==> src/rtl/nco_pkg.sv <==
package nco_pkg;
  localparam int FTW_W  = 32;
  localparam int OFFS_W = 5;
  localparam int RSV_W  = 2;
  localparam int CTRL_W = 1 + RSV_W + OFFS_W + FTW_W;

  // Bit 39 power-down, 38:37 ignored, 36:32 offset, 31:0 step.
  typedef struct packed {
    logic              pd;
    logic [RSV_W-1:0]  rsv;
    logic [OFFS_W-1:0] offs;
    logic [FTW_W-1:0]  ftw;
  } tune_word_t;
endpackage

==> src/rtl/nco_stager.sv <==
module nco_stager #(
  parameter int BYTES  = 5,
  parameter int BYTE_W = 8
) (
  input  logic                    clk,
  input  logic                    rst,
  input  logic                    byte_we_i,
  input  logic [BYTE_W-1:0]       byte_i,
  input  logic                    ser_en_i,
  input  logic                    ser_i,
  input  logic                    commit_i,
  output logic                    push_o,
  output logic [BYTES*BYTE_W-1:0] word_o,
  output logic                    err_o
);
  localparam int WORD_W = BYTES * BYTE_W;
  localparam int BC_W   = $clog2(BYTES + 1);
  localparam int NC_W   = $clog2(WORD_W + 1);

  logic [WORD_W-1:0] stage_q;
  logic [BC_W-1:0]   byte_cnt;
  logic [NC_W-1:0]   bit_cnt;
  logic              full;

  assign full   = (byte_cnt == BC_W'(BYTES)) || (bit_cnt == NC_W'(WORD_W));
  assign push_o = commit_i && full;
  assign word_o = stage_q;

  always_ff @(posedge clk) begin
    if (rst) begin
      stage_q  <= '0;
      byte_cnt <= '0;
      bit_cnt  <= '0;
      err_o    <= 1'b0;
    end else if (commit_i) begin
      byte_cnt <= '0;
      bit_cnt  <= '0;
      err_o    <= !full;
    end else if (byte_we_i) begin
      if (byte_cnt < BC_W'(BYTES)) begin
        stage_q[byte_cnt*BYTE_W +: BYTE_W] <= byte_i;
        byte_cnt <= byte_cnt + 1'b1;
      end
    end else if (ser_en_i) begin
      if (bit_cnt < NC_W'(WORD_W)) begin
        stage_q[bit_cnt] <= ser_i;
        bit_cnt <= bit_cnt + 1'b1;
      end
    end
  end

  assert_short_commit_flag_R4: assert property (@(posedge clk) disable iff (rst)
    (commit_i && !full) |=> err_o);
  assert_counters_clear_R4: assert property (@(posedge clk) disable iff (rst)
    commit_i |=> (byte_cnt == '0 && bit_cnt == '0));
  assert_stage_hold_R2: assert property (@(posedge clk) disable iff (rst)
    !(byte_we_i || ser_en_i) |=> $stable(stage_q));
endmodule

==> src/rtl/nco_delay_line.sv <==
module nco_delay_line #(
  parameter int W     = 40,
  parameter int DEPTH = 17
) (
  input  logic         clk,
  input  logic         rst,
  input  logic         in_valid,
  input  logic [W-1:0] in_word,
  output logic         out_valid,
  output logic [W-1:0] out_word
);
  logic [DEPTH-1:0] vld_q;
  logic [W-1:0]     dat_q [DEPTH];

  // Data carries no reset so the chain can map onto shift-register primitives.
  always_ff @(posedge clk) begin
    dat_q[0] <= in_word;
    for (int i = 1; i < DEPTH; i++) dat_q[i] <= dat_q[i-1];
  end

  generate
    if (DEPTH == 1) begin : g_single
      always_ff @(posedge clk) begin
        if (rst) vld_q <= '0;
        else     vld_q <= in_valid;
      end
    end else begin : g_chain
      always_ff @(posedge clk) begin
        if (rst) vld_q <= '0;
        else     vld_q <= {vld_q[DEPTH-2:0], in_valid};
      end
    end
  endgenerate

  assign out_valid = vld_q[DEPTH-1];
  assign out_word  = dat_q[DEPTH-1];
endmodule

==> src/rtl/nco_phase_core.sv <==
module nco_phase_core
  import nco_pkg::*;
#(
  parameter int PHASE_W = 14
) (
  input  logic               clk,
  input  logic               rst,
  input  logic               apply_i,
  input  tune_word_t         word_i,
  output logic [PHASE_W-1:0] phase_o,
  output logic               valid_o
);
  localparam int ACC_W = FTW_W;

  tune_word_t         act_q;
  logic               loaded_q;
  logic [ACC_W-1:0]   acc_q, acc_nxt;
  logic [PHASE_W-1:0] offs_ext, ph_nxt;
  logic               unused_rsv;

  assign unused_rsv = ^act_q.rsv;
  assign acc_nxt    = acc_q + act_q.ftw;
  assign offs_ext   = {act_q.offs, {(PHASE_W-OFFS_W){1'b0}}};
  assign ph_nxt     = acc_nxt[ACC_W-1 -: PHASE_W] + offs_ext;

  always_ff @(posedge clk) begin
    if (rst) begin
      act_q    <= '0;
      loaded_q <= 1'b0;
      acc_q    <= '0;
      phase_o  <= '0;
      valid_o  <= 1'b0;
    end else begin
      if (apply_i) begin
        act_q    <= word_i;
        loaded_q <= 1'b1;
      end
      if (act_q.pd) begin
        acc_q   <= '0;
        phase_o <= '0;
        valid_o <= 1'b0;
      end else begin
        acc_q   <= acc_nxt;
        phase_o <= ph_nxt;
        valid_o <= loaded_q;
      end
    end
  end

  assert_pd_zero_R8: assert property (@(posedge clk) disable iff (rst)
    (loaded_q && act_q.pd) |=> (phase_o == '0 && !valid_o));
  assert_valid_after_load_R9: assert property (@(posedge clk) disable iff (rst)
    valid_o |-> loaded_q);
endmodule

==> src/rtl/tuning_nco.sv <==
module tuning_nco
  import nco_pkg::*;
#(
  parameter int LATENCY = 18,
  parameter int PHASE_W = 14
) (
  input  logic               clk,
  input  logic               rst,
  input  logic               byte_we,
  input  logic [7:0]         byte_in,
  input  logic               ser_en,
  input  logic               ser_in,
  input  logic               commit,
  output logic [PHASE_W-1:0] phase_out,
  output logic               phase_valid,
  output logic               load_err
);
  localparam int BYTE_W   = 8;
  localparam int BYTES    = CTRL_W / BYTE_W;
  localparam int DL_DEPTH = LATENCY - 1;

  logic              push;
  logic [CTRL_W-1:0] staged, delayed;
  logic              apply;

  nco_stager #(.BYTES(BYTES), .BYTE_W(BYTE_W)) u_stage (
    .clk(clk), .rst(rst), .byte_we_i(byte_we), .byte_i(byte_in),
    .ser_en_i(ser_en), .ser_i(ser_in), .commit_i(commit),
    .push_o(push), .word_o(staged), .err_o(load_err)
  );

  nco_delay_line #(.W(CTRL_W), .DEPTH(DL_DEPTH)) u_dly (
    .clk(clk), .rst(rst), .in_valid(push), .in_word(staged),
    .out_valid(apply), .out_word(delayed)
  );

  nco_phase_core #(.PHASE_W(PHASE_W)) u_core (
    .clk(clk), .rst(rst), .apply_i(apply), .word_i(tune_word_t'(delayed)),
    .phase_o(phase_out), .valid_o(phase_valid)
  );
endmodule

==> config.mk <==
export PLATFORM = sky130hd
export DESIGN_NAME = tuning_nco
export DESIGN_NICKNAME = d
export VERILOG_FILES = /design/src/rtl/nco_pkg.sv /design/src/rtl/nco_stager.sv /design/src/rtl/nco_delay_line.sv /design/src/rtl/nco_phase_core.sv /design/src/rtl/tuning_nco.sv
export SDC_FILE = /design/constraint.sdc
export NUM_CORES = 1
export LEC_CHECK = 0
export ABC_AREA = 1
export BUFFER_PORTS_ARGS = -buffer_cell sky130_fd_sc_hd__buf_2
export CAP_MARGIN = 20
export CORE_UTILIZATION = 55
export DETAILED_ROUTE_END_ITERATION = 8
export GPL_TIMING_DRIVEN = 0
export PLACE_DENSITY = 0.71
export SYNTH_ARGS = -nofsm -noshare
export SYNTH_HDL_FRONTEND = slang
export SYNTH_SLANG_ARGS = --single-unit
==> constraint.sdc <==
create_clock -name clk -period 3.95 [get_ports clk]
set_clock_uncertainty 0.15 [all_clocks]
set_input_delay 0.5925 -clock clk [delete_from_list [all_inputs] [get_ports clk]]
set_output_delay 0.5925 -clock clk [all_outputs]
set_load 0.1 [all_outputs]
==> flow_summary.json, run 1 <==
{
  "grt_pass1_vias": 11841,
  "clock_latency_ns": 0.59,
  "tns_ns": 0,
  "final_area_um2": 23800,
  "start_kind": "flop",
  "fin_nets": 1961,
  "grt_max_degree": 16,
  "num_vias": 11718,
  "switching_share": 0.201,
  "synth_edf_count": 0,
  "grt.overflow.total": 0,
  "ys_seq_elements": 788,
  "clock_sinks": 788,
  "ys_top_cells_by_area": "dfxtp_1 (76%), nand2_1 (4.6%), nor2_1 (3.8%), a21oi_1 (2.6%), ha_1 (2.4%)",
  "arrival_ns": 3.83,
  "synth_area_per_cell_um2": 11.5,
  "worst_pin_slew_ns": 0.739,
  "slew_viol_final": 0,
  "vdd.ir_drop.worst_v": 0.000436,
  "crit_path_end_kind": "flop",
  "layout-drive-gt1-share": 0.101,
  "syn-num-nets": 1860,
  "status": "finished, final reports clean",
  "max_freq_ghz": 0.285,
  "post_cts_buffers": 0,
  "root_buffer": "clkbuf_16",
  "hold_violations": 0,
  "grt_usage": 0.195,
  "power_frac_comb": 0.012,
  "io_buffers": 27,
  "max_slew_margin": 0.507,
  "clkPwrFrac": 0.439,
  "ys_seq_area_frac": 0.760,
  "hp-class": "reg -> reg",
  "rows": 70,
  "cts_hold_buf": 0,
  "setup_slack_ns": 0.445,
  "drt_iter0_markers": 475,
  "yosysUniqueCellTypes": 45,
  "h-tree-depth": 3,
  "diodes": 0,
  "grt_pass1_wl_um": 58400,
  "drv_cap": 0,
  "cts_buffers": 71,
  "setup_violations": 0,
  "power.switching_w": 0.00302,
  "async_reset_ff_frac": 0,
  "synth_top_area_share": 0.760,
  "leakage_nw": 10.1,
  "drc_errors": 0,
  "syn_inst": 1804,
  "avgRoutedWirePerCell_um": 14.8,
  "cp_max_fo": 5,
  "area_growth_pct": 14.8,
  "cts_buffer_depth": 3,
  "num-fill-cells": 2784,
  "fin_crit_sh": 0.887,
  "p_seq_frac": 0.548,
  "die_h_um": 196,
  "yosysTopAreaCell": "dfxtp_1",
  "antenna_found_initial": 0,
  "antenna_left": 0,
  "drt_wl_total_um": 36400,
  "coreArea_um2": 36900,
  "routabilityCongestion": 0.892,
  "cts_tree": "yes",
  "netlist_area_um2": 20700,
  "vias_per_cell": 4.76,
  "first_pass_iters": 7,
  "rsz0062_at_grt": "false",
  "cp.required_ns": 4.28,
  "dp_hpwl_um": 23600,
  "dpl_cell_area_um2": 21500,
  "ioPinCount": 30,
  "p_int_w": 0.0120,
  "ys_warn_count": 0,
  "power_density_nw_per_um2": 629,
  "die_w_um": 196,
  "dp_slack_ns": 0.293,
  "clkTransAtPathRegs_ns": 0.06,
  "min_period_ns": 3.50,
  "dieArea_um2": 38500,
  "synth_top_flop_cell": "dfxtp_1",
  "initial_core_util": 0.563,
  "critPathKind": "reg -> reg"
}
==> worst max-delay path, stage by stage, from the launching register on <==
cell and delay (ns):
dfxtp_1 0.30, ha_1 0.24, fa_1 0.40, nand2_1 0.09, nand2_1 0.07, o21ai_2 0.10
inv_1 0.12, nand2_1 0.07, nand2_1 0.13, nand2_1 0.09, nand2_1 0.10, nand2_1 0.12
nand3_1 0.09, nand2_1 0.11, inv_1 0.08, fa_1 0.41, nand2_1 0.09, nand2_1 0.05
a21oi_1 0.14, xor2_1 0.23, nand3_1 0.10, nand2_1 0.06, nor2_1 0.05
==> cell type report <==
class,count,area [um^2],area share
timing repair buffer,28,140,0.00588
clock buffer,100,2120,0.0890
inverter,112,420,0.0177
buffer,42,223,0.00935
clock inverter,24,171,0.00720
sequential,788,15800,0.662
multi-input combinational,862,4340,0.182
tap,504,631,0.0265
==> state kept, by name, indices dropped and copies added (netlist names) <==
name / cells
u_core.loaded_q: 1
u_stage.bit_cnt: 6
u_stage.word_o: 38
u_stage.err_o: 1
u_dly.dat_q: 646
u_core.act_q: 38
u_core.phase_o: 14
u_dly.vld_q: 17
u_core.acc_q: 23
u_core.valid_o: 1
u_stage.byte_cnt: 3
==> path summary, 6_finish.rpt <==
check	from	endpoint	slack [ns]	cells after the start
worst max register to register	u_core.acc_q[0]	u_core.phase_o[13]	0.45	22
worst max-delay path	u_core.acc_q[0]	u_core.phase_o[13]	0.45	22
worst min register to register	u_dly.dat_q[5][30]	u_dly.dat_q[6][30]	0.16	0
worst min-delay path	u_dly.dat_q[5][30]	u_dly.dat_q[6][30]	0.16	0
==> cell families after synthesis <==
| kind of cell | synth area share |
|---|---|
| buf+inv | 0.0310 |
| xor+xnor | 0.000844 |
| simple gates | 0.107 |
| compound gates | 0.0745 |
| flops | 0.760 |
| fa+ha+maj | 0.0260 |
==> Yosys cell counts (2+ instances only) <==
| master | number |
|---|---|
| nand2_2 | 4 |
| buf_6 | 4 |
| clkbuf_1 | 27 |
| a21o_1 | 5 |
| or2_1 | 2 |
| o22ai_1 | 21 |
| o21ai_2 | 3 |
| o21ai_1 | 9 |
| inv_1 | 102 |
| nand4_1 | 5 |
| nor3_2 | 5 |
| nand3b_1 | 3 |
| nor3_1 | 13 |
| o32ai_1 | 6 |
| a21oi_2 | 6 |
| a21oi_1 | 107 |
| dfxtp_1 | 788 |
| nor2_2 | 4 |
| ha_1 | 40 |
| o211ai_1 | 2 |
| a22oi_1 | 5 |
| nand3_2 | 6 |
| o21ai_0 | 91 |
| buf_4 | 9 |
| o21a_1 | 6 |
| o21bai_1 | 6 |
| fa_1 | 2 |
| nand2_1 | 257 |
| nor2_1 | 208 |
| a31oi_1 | 3 |
| inv_2 | 9 |
| nand3_1 | 33 |
==> routing by layer <==
| layer | GRT usage | share of wire |
|---|---|---|
| met5 | 0 | 0 |
| met4 | 0.109 | 0.044 |
| met3 | 0.0411 | 0.044 |
| met2 | 0.343 | 0.49 |
| met1 | 0.220 | 0.42 |
==> metrics by stage <==
stage	total power, W	std cells	utilization	hold slack [ns]
finish	0.0150	2460	0.646	0.163
global route	0.0155	2460	0.646	0.173
CTS	0.0152	2459	0.646	0.160
detailed placement	0.00858	2335	0.584	0.162
global placement	0.00857	2335	0.584	0.160
floorplan	0.00849	1804	-	0.160
==> layout by cell type, fill, tap and decap left out, types with 4 or more instances in the layout <==
cell type,synthesis,routed
o22ai_1,21,21
clkbuf_8,0,17
nand3_1,33,33
a21oi_1,107,107
clkbuf_1,27,36
buf_4,9,9
nor2_2,4,4
o32ai_1,6,6
a21o_1,5,5
dfxtp_1,788,788
inv_1,102,102
inv_2,9,9
nor3_2,5,5
clkinvlp_4,0,6
buf_2,1,29
nand3_2,6,6
ha_1,40,40
o21a_1,6,6
nand4_1,5,5
o21bai_1,6,6
a22oi_1,5,5
o21ai_2,3,4
o21ai_1,9,9
o21ai_0,91,90
nand2_2,4,4
nor3_1,13,13
clkbuf_16,0,74
clkinv_2,0,11
buf_6,4,4
nor2_1,208,208
a21oi_2,6,6
nand2_1,257,257
==> power groups by stage <==
| stage | Sequential (W) | Clock (W) | Combinational [W] |
|---|---|---|---|
| after floorplan | 0.00838 | 0 | 0.000118 |
| after global placement | 0.00838 | 0 | 0.000181 |
| after detailed placement | 0.00840 | 0 | 0.000184 |
| after CTS | 0.00822 | 0.00675 | 0.000185 |
| after global routing | 0.00823 | 0.00709 | 0.000204 |
| final | 0.00822 | 0.00659 | 0.000186 |
==> what timing repair did <==
action,CTS,global route
gates resized for setup,0,2
hold endpoints to repair,0,0
endpoints found under the setup margin,0,1
No activity file was read; power rests on OpenSTA's default activity.
==> inputs of run 2 (changes only) <==
CELL_PAD_IN_SITES_DETAIL_PLACEMENT = 0   (was unset)
CELL_PAD_IN_SITES_GLOBAL_PLACEMENT = 1   (was unset)
CORE_MARGIN = 10   (was unset)
CORE_UTILIZATION = 49   (was 55)
PLACE_DENSITY = unset   (was 0.71)
PLACE_DENSITY_LB_ADDON = 0.08   (was unset)
==> run 2 against run 1 <==
Sequential share of layout area is 0.51 points lower. Critical endpoint unchanged. Largest cell class unchanged. Cell count is 1.6% higher. Utilization is 7.4 points lower.
==> flow_summary.json, run 2 (synthesis gave the netlist of run 1 again) <==
{
  "status": "finished, final reports clean",
  "num_vias": 11447,
  "cp_cell_sequence": "ha_1 -> nand2_1 -> inv_1 -> a21oi_1 -> nand2_1 -> a21oi_2 -> or2_1 -> nand3b_1 -> nand2_1 -> inv_1 -> ha_1 -> fa_1 -> nand2_1 -> nand2_1 -> a21oi_1 -> xor2_1 -> nand3_1 -> nand2_1 -> nor2_1",
  "h-tree-depth": 3,
  "cts_buffer_depth": 3,
  "cts_tree": "yes",
  "arrival_ns": 3.97,
  "slowest_stage": "fa_1",
  "power_density_nw_per_um2": 636,
  "setup_slack_ns": 0.307,
  "avgRoutedWirePerCell_um": 14.6,
  "drt_iter0_markers": 474,
  "setup_violations": 0,
  "dp_hpwl_um": 25200,
  "dp_slack_ns": 0.120,
  "power.total_w": 0.0153,
  "regMostFlops": "u_dly.dat_q",
  "crit_path_start": "u_core.act_q[5]",
  "die_h_um": 226,
  "grt_max_degree": 16,
  "largest_register_ffs": 646,
  "root_buffer": "clkbuf_16",
  "clock_sinks": 788,
  "fin_crit_sh": 0.922,
  "grt_usage": 0.147,
  "ioPinCount": 30,
  "grt_pass1_wl_um": 58200,
  "routabilityCongestion": 0.860,
  "slew_viol_final": 0,
  "coreArea_um2": 41900,
  "max_freq_ghz": 0.275,
  "cp.required_ns": 4.28,
  "cp_max_fo": 5,
  "critPathMostFrequentCell": "nand2_1",
  "dieArea_um2": 51000,
  "diodes": 0,
  "io_buffers": 27,
  "clkTransAtPathRegs_ns": 0.06,
  "vias_per_cell": 4.58,
  "grt.overflow.total": 0,
  "antenna_left": 0,
  "rsz0062_at_grt": "false",
  "hp-class": "in -> reg",
  "layout-drive-gt1-share": 0.100,
  "cts_buffers": 74,
  "drv_cap": 0,
  "max_stage_delay_ns": 0.39,
  "fin_nets": 1964,
  "hold_violations": 0,
  "leakage_nw": 10.1,
  "reg2reg_depth": 19,
  "timing.rr.end": "u_core.phase_o[13]",
  "final_cell_mix": "dfxtp_1 (788), nand2_1 (256), nor2_1 (206), a21oi_1 (106), inv_1 (102)",
  "final_cells": 2500,
  "antenna_found_initial": 0,
  "final_common_cell": "dfxtp_1",
  "tns_ns": 0,
  "die_w_um": 226,
  "critPathKind": "reg -> reg",
  "crit_path_end": "u_core.phase_o[13]",
  "grt_pass1_vias": 11364,
  "post_cts_buffers": 0,
  "r2r_slack_ns": 0.31,
  "drt_wl_total_um": 36600,
  "clock_latency_ns": 0.60,
  "area_growth_pct": 15.7,
  "start_kind": "flop",
  "worst_pin_slew_ns": 0.814,
  "rows": 75,
  "drc_errors": 0,
  "crit_path_end_kind": "flop",
  "max_slew_margin": 0.455,
  "vdd.ir_drop.worst_v": 0.000458,
  "first_pass_iters": 4,
  "placed_cells": 2371,
  "min_period_ns": 3.64,
  "r2r-start": "u_core.act_q[5]",
  "initial_core_util": 0.495
}
==> run 2: stage by stage <==
step / cell area [um^2] / hold slack, ns / utilization
6_report: 24000 / 0.146 / 0.572
5_1_grt: 24000 / 0.140 / 0.572
4_1_cts: 24000 / 0.110 / 0.572
3_5_place_dp: 21600 / 0.162 / 0.514
3_3_place_gp: 21600 / 0.160 / 0.514
2_1_floorplan: 20700 / 0.160 / -
==> run 2: critical path: cells and delay by family, from the launching register on <==
family,cells,cell delay (ns)
xor gates and xnor gates,1,0.28
buffers and inverters,2,0.12
and+or+nand+nor,10,1.08
adders and majority gates,3,0.93
AOI/OAI and AO/OA,3,0.64
DFF,1,0.33
==> run 2: worst min path at each step <==
stage	start	end	slack, ns	depth (start not counted)
after floorplan	u_dly.dat_q[9][0]	u_dly.dat_q[10][0]	0.16	0
after global placement	u_dly.dat_q[4][5]	u_dly.dat_q[5][5]	0.16	0
after detailed placement	u_dly.dat_q[9][13]	u_dly.dat_q[10][13]	0.16	0
after CTS	commit	u_dly.vld_q[0]	0.11	3
after global routing	commit	u_dly.vld_q[0]	0.14	3
final	commit	u_dly.vld_q[0]	0.15	3
==> run 2: final cells by class <==
cell class / count / area [um^2]
Buffer: 42 / 223
Clock buffer: 104 / 2090
Clock inverter: 25 / 329
Fill cell: 3579 / 17900
Inverter: 112 / 420
Multi-Input combinational cell: 862 / 4350
Sequential cell: 788 / 15800
Tap cell: 539 / 674
Timing Repair Buffer: 28 / 143
==> run 2: what timing repair did <==
item,CTS,global route
hold buffers,0,0
gates resized for setup,0,7
setup endpoints to repair,0,1
==> run 2: report_power, final <==
part / leakage [nW] / switching (W) / internal [W] / total [W]
clock network: 1.16 / 0.00287 / 0.00399 / 0.00686
logic: 2.55 / 0.000142 / 0.0000488 / 0.000191
registers: 6.39 / 0.0000510 / 0.00816 / 0.00821
==> run 2: metal layers <==
layer | wire length [um] | track usage
met3 | 1250 | 0.0309
met5 | 0 | 0
met4 | 1560 | 0.0776
met2 | 17600 | 0.252
met1 | 16300 | 0.169
